**config.mk**
```make
export PLATFORM = sky130hd
export DESIGN_NAME = usbh_cmd_reg
export DESIGN_NICKNAME = d
export VERILOG_FILES = /design/src/rtl/usbh_cmd_pkg.sv /design/src/rtl/usbh_cmd_regfile.sv /design/src/rtl/usbh_irq_moderator.sv /design/src/rtl/usbh_cmd_reg.sv
export SDC_FILE = /design/constraint.sdc
export NUM_CORES = 1
export LEC_CHECK = 0
export CELL_PAD_IN_SITES_DETAIL_PLACEMENT = 2
export CELL_PAD_IN_SITES_GLOBAL_PLACEMENT = 2
export CORE_MARGIN = 4
export CORE_UTILIZATION = 20
export CTS_CLUSTER_SIZE = 20
export DETAILED_ROUTE_END_ITERATION = 6
export GPL_TIMING_DRIVEN = 1
export HOLD_SLACK_MARGIN = 0.08
export PLACE_DENSITY_LB_ADDON = 0.1
export SYNTH_ARGS = -nofsm -noshare
export SYNTH_HDL_FRONTEND = slang
export SYNTH_SLANG_ARGS = --single-unit
export TNS_END_PERCENT = 5
```
**constraint.sdc**
```tcl
create_clock -name clk -period 1.5 [get_ports clk]
set_input_delay 0.225 -clock clk [delete_from_list [all_inputs] [get_ports clk]]
set_output_delay 0.225 -clock clk [all_outputs]
set_load 0.01 [all_outputs]
```
**src/rtl/usbh_cmd_pkg.sv**
```systemverilog
package usbh_cmd_pkg;
  // Command word bit positions that software decodes
  localparam int DOOR_BIT = 6;
  localparam int ASE_BIT  = 5;
  localparam int PSE_BIT  = 4;
  // Status word bit position of the async-advance status
  localparam int STS_BIT  = 5;
endpackage

```
**src/rtl/usbh_cmd_regfile.sv**
```systemverilog
module usbh_cmd_regfile
  import usbh_cmd_pkg::*;
#(
  parameter int DATA_W  = 32,
  parameter int THR_W   = 8,
  parameter int THR_LSB = 16,
  parameter int DEF_THR = 8
) (
  input  logic              clk,
  input  logic              rst,
  input  logic              cmd_wr,
  input  logic              sts_wr,
  input  logic [DATA_W-1:0] wdata,
  input  logic              adv_done,
  output logic [THR_W-1:0]  thr_o,
  output logic              ase_o,
  output logic              pse_o,
  output logic              door_o,
  output logic              sts_o,
  output logic              sts_clr_o
);
  logic [THR_W-1:0] thr_q;
  logic ase_q, pse_q, door_q, clrp_q, sts_q;
  logic adv_hit, sts_clr;

  assign adv_hit = adv_done && door_q && ase_q;
  assign sts_clr = sts_wr && wdata[STS_BIT] && !adv_hit;

  always_ff @(posedge clk) begin
    if (rst) begin
      thr_q  <= THR_W'(DEF_THR);
      ase_q  <= 1'b0;
      pse_q  <= 1'b0;
      door_q <= 1'b0;
      clrp_q <= 1'b0;
      sts_q  <= 1'b0;
    end else begin
      if (cmd_wr) begin
        thr_q <= wdata[THR_LSB +: THR_W];
        ase_q <= wdata[ASE_BIT];
        pse_q <= wdata[PSE_BIT];
      end
      clrp_q <= adv_hit;
      if (cmd_wr && wdata[DOOR_BIT]) door_q <= 1'b1;
      else if (clrp_q || !ase_q)     door_q <= 1'b0;
      if (adv_hit)      sts_q <= 1'b1;
      else if (sts_clr) sts_q <= 1'b0;
    end
  end

  assign thr_o     = thr_q;
  assign ase_o     = ase_q;
  assign pse_o     = pse_q;
  assign door_o    = door_q;
  assign sts_o     = sts_q;
  assign sts_clr_o = sts_clr;


  adv_set_chk: assert property (@(posedge clk) disable iff (rst)
    adv_hit |=> sts_q);

  door_hold_chk: assert property (@(posedge clk) disable iff (rst)
    door_q && ase_q && !clrp_q |=> door_q);

  door_drop_chk: assert property (@(posedge clk) disable iff (rst)
    door_q && !ase_q && !(cmd_wr && wdata[DOOR_BIT]) |=> !door_q);

  sts_src_chk: assert property (@(posedge clk) disable iff (rst)
    $rose(sts_q) |-> $past(door_q && ase_q));

  sts_clr_chk: assert property (@(posedge clk) disable iff (rst)
    sts_clr |=> !sts_q);
endmodule

```
**src/rtl/usbh_irq_moderator.sv**
```systemverilog
module usbh_irq_moderator #(
  parameter int THR_W   = 8,
  parameter int MAX_LOG = 6,
  parameter int DEF_THR = 8
) (
  input  logic             clk,
  input  logic             rst,
  input  logic             tick,
  input  logic [THR_W-1:0] thr,
  input  logic             sts,
  input  logic             sts_clr,
  input  logic             irq_en,
  output logic             irq_o
);
  localparam int CNT_W   = MAX_LOG + 1;
  localparam int MAX_INT = 1 << MAX_LOG;

  logic [MAX_LOG:0] hit;
  logic [CNT_W-1:0] eff, cnt_q;
  logic             boundary, irq_q;

  // One comparator per legal interval
  for (genvar i = 0; i <= MAX_LOG; i++) begin : g_legal
    assign hit[i] = (thr == THR_W'(1 << i));
  end

  always_comb begin
    eff = CNT_W'(DEF_THR);
    for (int i = 0; i <= MAX_LOG; i++)
      if (hit[i]) eff = CNT_W'(1 << i);
  end

  assign boundary = tick && (cnt_q == CNT_W'(1));

  always_ff @(posedge clk) begin
    if (rst) begin
      cnt_q <= CNT_W'(DEF_THR);
      irq_q <= 1'b0;
    end else begin
      if (tick) cnt_q <= boundary ? eff : cnt_q - CNT_W'(1);
      if (sts_clr)                          irq_q <= 1'b0;
      else if (boundary && sts && irq_en)   irq_q <= 1'b1;
    end
  end

  assign irq_o = irq_q;


  cnt_range_chk: assert property (@(posedge clk) disable iff (rst)
    (cnt_q != '0) && (cnt_q <= CNT_W'(MAX_INT)));

  irq_rise_chk: assert property (@(posedge clk) disable iff (rst)
    $rose(irq_q) |-> $past(boundary && sts && irq_en));

  irq_hold_chk: assert property (@(posedge clk) disable iff (rst)
    irq_q && !sts_clr |=> irq_q);
endmodule

```
**src/rtl/usbh_cmd_reg.sv**
```systemverilog
module usbh_cmd_reg
  import usbh_cmd_pkg::*;
#(
  parameter int DATA_W  = 32,
  parameter int THR_W   = 8,
  parameter int THR_LSB = 16,
  parameter int MAX_LOG = 6,
  parameter int DEF_THR = 8
) (
  input  logic              clk,
  input  logic              rst,
  input  logic              wr_en,
  input  logic              reg_sel,
  input  logic [DATA_W-1:0] wdata,
  output logic [DATA_W-1:0] rdata,
  input  logic              uframe_tick,
  input  logic              adv_done,
  input  logic              irq_en,
  output logic              async_en,
  output logic              periodic_en,
  output logic              adv_status,
  output logic              irq
);
  logic [THR_W-1:0]  thr;
  logic              door, sts, sts_clr;
  logic [DATA_W-1:0] cmd_word, sts_word;

  usbh_cmd_regfile #(
    .DATA_W(DATA_W), .THR_W(THR_W), .THR_LSB(THR_LSB), .DEF_THR(DEF_THR)
  ) u_regs (
    .clk(clk), .rst(rst),
    .cmd_wr(wr_en && !reg_sel), .sts_wr(wr_en && reg_sel),
    .wdata(wdata), .adv_done(adv_done),
    .thr_o(thr), .ase_o(async_en), .pse_o(periodic_en),
    .door_o(door), .sts_o(sts), .sts_clr_o(sts_clr)
  );

  usbh_irq_moderator #(
    .THR_W(THR_W), .MAX_LOG(MAX_LOG), .DEF_THR(DEF_THR)
  ) u_mod (
    .clk(clk), .rst(rst), .tick(uframe_tick), .thr(thr),
    .sts(sts), .sts_clr(sts_clr), .irq_en(irq_en), .irq_o(irq)
  );

  always_comb begin
    cmd_word                   = '0;
    cmd_word[THR_LSB +: THR_W] = thr;
    cmd_word[DOOR_BIT]         = door;
    cmd_word[ASE_BIT]          = async_en;
    cmd_word[PSE_BIT]          = periodic_en;
    sts_word                   = '0;
    sts_word[STS_BIT]          = sts;
  end

  always_ff @(posedge clk) begin
    if (rst) rdata <= '0;
    else     rdata <= reg_sel ? sts_word : cmd_word;
  end

  assign adv_status = sts;
endmodule

```
==> flow_metrics.tcl <==
set metrics [dict create \
    die_w_um 96.1 \
    power_density_nw_per_um2 891 \
    ys_warn_count 0 \
    cts_made_buffers 5 \
    async_flop_share_pct 0 \
    route.antenna.remaining_nets 0 \
    dp_slack_ps -355 \
    startpoint_type "register" \
    area_growth_pct 39.7 \
    die_h_um 96.1 \
    synth_area_leader_cell "dfxtp_1" \
    root_buffer "clkbuf_8" \
    core-area_sq_um 7410 \
    grt_max_degree 23 \
    clk_transition_reported_paths_ps 70 \
    routedWlPerCell_um 13.9 \
    clk_latency_ps 290 \
    synth_cell_types 40 \
    required_ps 1690 \
    track_usage_pct 11.0 \
    ys_ff_latch 32 \
    regArea_sq_um 649 \
    rrSetupSlack_ps -120 \
    hpwl_mm 3.63 \
    routed_wl_mm 4.57 \
    layout.nets 271 \
    run_status "finished with violations" \
    fmax_mhz 616 \
    hold_path.class "in2reg" \
    ios 75 \
    drtIter0Drc 12 \
    ir_drop_mv 0.281 \
    synth.area.top_cells "dfxtp_1 41%, buf_4 10%, nand2_1 5.6%" \
    clkSinkCount 32 \
    synthDominantCellAreaShare_pct 41.2 \
    rr_worst_depth 4 \
    min_path_cells 3 \
    layout_min_cycle_time_ps 1620 \
    reg2reg_from "u_regs.thr_o[3]" \
    multi_input_area_sq_um 788 \
    synthFlopType "dfxtp_1" \
    initial_core_util_pct 21.0 \
    rows 31 \
    fin_util_pct 29.3 \
    drcViolationCount 0 \
    crit_type "reg2reg" \
    cp-end-kind "register" \
    mostFrequentLayoutCell "clkdlybuf4s50_1" \
    drive_gt1_share_pct 23.9 \
    failed_checks "negative setup slack" \
    synth_cells 176 \
    place_congestion 0.773 \
    path_max_fanout 4 \
    hold_viol 0 \
    routed_via_density 4.21 \
    setup_viol 4 \
    grt_pass1_wl_mm 7.79 \
    clock_skew_ps 9.07 \
    placedCellCount 322 \
    cts_buffer_depth 2 \
    gr-total-overflow 0 \
    rsz0062_at_grt "true" \
    critPathLaunch "u_regs.thr_o[3]" \
    crit_end "u_mod.cnt_q[6]" \
    cts_tree "yes" \
    synth_edf_count 0 \
    synth_area_per_cell_sq_um 8.83 \
    cts_setup_buffers 0 \
    leakagePower_nw 0.901 \
    synth_area_sq_um 1550 \
    vias 1385 \
    timing.final.ws_setup_ps -124 \
    slew_viol_final 0 \
    antenna_found_initial 0 \
    drt-pass1-iter-count 4 \
    critical_path_arrival_ps 1810 \
    portBuffers 32 \
    num-fill-cells 838 \
    n_antenna_cell 0 \
    instances_no_fill 329 \
    period_share_pct 108 \
    r2r_end "u_mod.cnt_q[6]" \
    fp.dieArea_sq_um 9240 \
    grt_pass1_vias 1546 \
    maxCapViolations 0 \
    ys_seq_area_share_pct 41.2 \
    final_cell_mix "30 x clkdlybuf4s50_1, 25 x dfxtp_1, 23 x nand2_1, 23 x buf_4, 21 x conb_1" \
    htreeDepth 2 \
]
## synthesized netlist by cell type, drive strengths merged (3+ instances only)
cell / count
and2: 11
o21ai: 5
a21oi: 14
inv: 5
nor2b: 3
nand3: 5
buf: 24
nor3b: 3
nor2: 11
or4: 3
a31oi: 4
clkbuf: 5
nand2: 23
nor4: 3
dfxtp: 32
## what timing repair did
item | CTS | global route
resized for setup | 7 | 5
hold buffers | 0 | 0
pin swaps | 4 | 0
endpoints found under the setup margin | 7 | 20
## state kept, by name, indices dropped and copies added (netlist names)
| register | flops |
|---|---|
| rdata | 11 |
| u_mod.cnt_q | 7 |
| u_regs.pse_o | 1 |
| u_regs.thr_o | 8 |
| u_regs.clrp_q | 1 |
| u_regs.door_o | 1 |
| u_mod.irq_o | 1 |
| u_regs.ase_o | 1 |
| u_regs.sts_o | 1 |
## worst max-delay path: stages (launching register included)
cell,delay (ps)
dfxtp_2,340
or4_4,570
nor4_4,270
o21ai_1,90
a221oi_1,250
## worst min-delay path by stage
stage                             start              end
after floorplan                     rst    u_regs.clrp_q
after global placement     u_regs.pse_o     u_regs.pse_o
after detailed placement  u_regs.door_o         rdata[6]
after CTS                     wdata[18]  u_regs.thr_o[2]
after global routing          wdata[18]  u_regs.thr_o[2]
final                         wdata[23]  u_regs.thr_o[7]
## stage by stage
step	hold WS (ps)	instance area, sq um	total power, mW	TNS (ps)
floorplan	325	1650	1.16	-11.6
global placement	463	2060	1.28	-3110
detailed placement	478	2060	1.30	-3910
CTS	477	2160	1.98	-357
global route	496	2170	2.06	-874
finish	480	2170	1.93	-287
## per-layer routing
layer	vias up	global-route usage [%]	routed length, um
met2	50	18.2	2170
met5	-	0	0
met3	8	2.74	230
met4	0	4.27	78
met1	668	13.7	2090
li1	659	-	-
## power breakdown
| group | switching [mW] | total [mW] | internal [mW] |
|---|---|---|---|
| Sequential | 0.0375 | 0.927 | 0.889 |
| Combinational | 0.173 | 0.355 | 0.182 |
| Clock | 0.338 | 0.652 | 0.314 |
| Total | 0.549 | 1.93 | 1.39 |
## layout make-up
cell class                      count  area share [%]
Clock buffer                        5            3.17
Clock inverter                      2           0.576
Inverter                            5           0.865
Multi-Input combinational cell    130            36.3
Sequential cell                    32            29.9
Tap cell                           99            5.71
Timing Repair Buffer               56            23.5
## cell families (layout without fill, tap and decap cells)
logic type / Yosys count / count (layout) / share of synthesized area (%)
simple gates: 73 / 73 / 28.1
xor+xnor: 2 / 2 / 1.13
fa+ha+maj: 2 / 2 / 1.61
buf+inv: 34 / 68 / 15.0
compound gates: 30 / 30 / 11.4
flops: 32 / 32 / 41.2
other cells: 1 / 21 / 0.241
mux: 2 / 2 / 1.29
(Power assumes the default switching activity.)
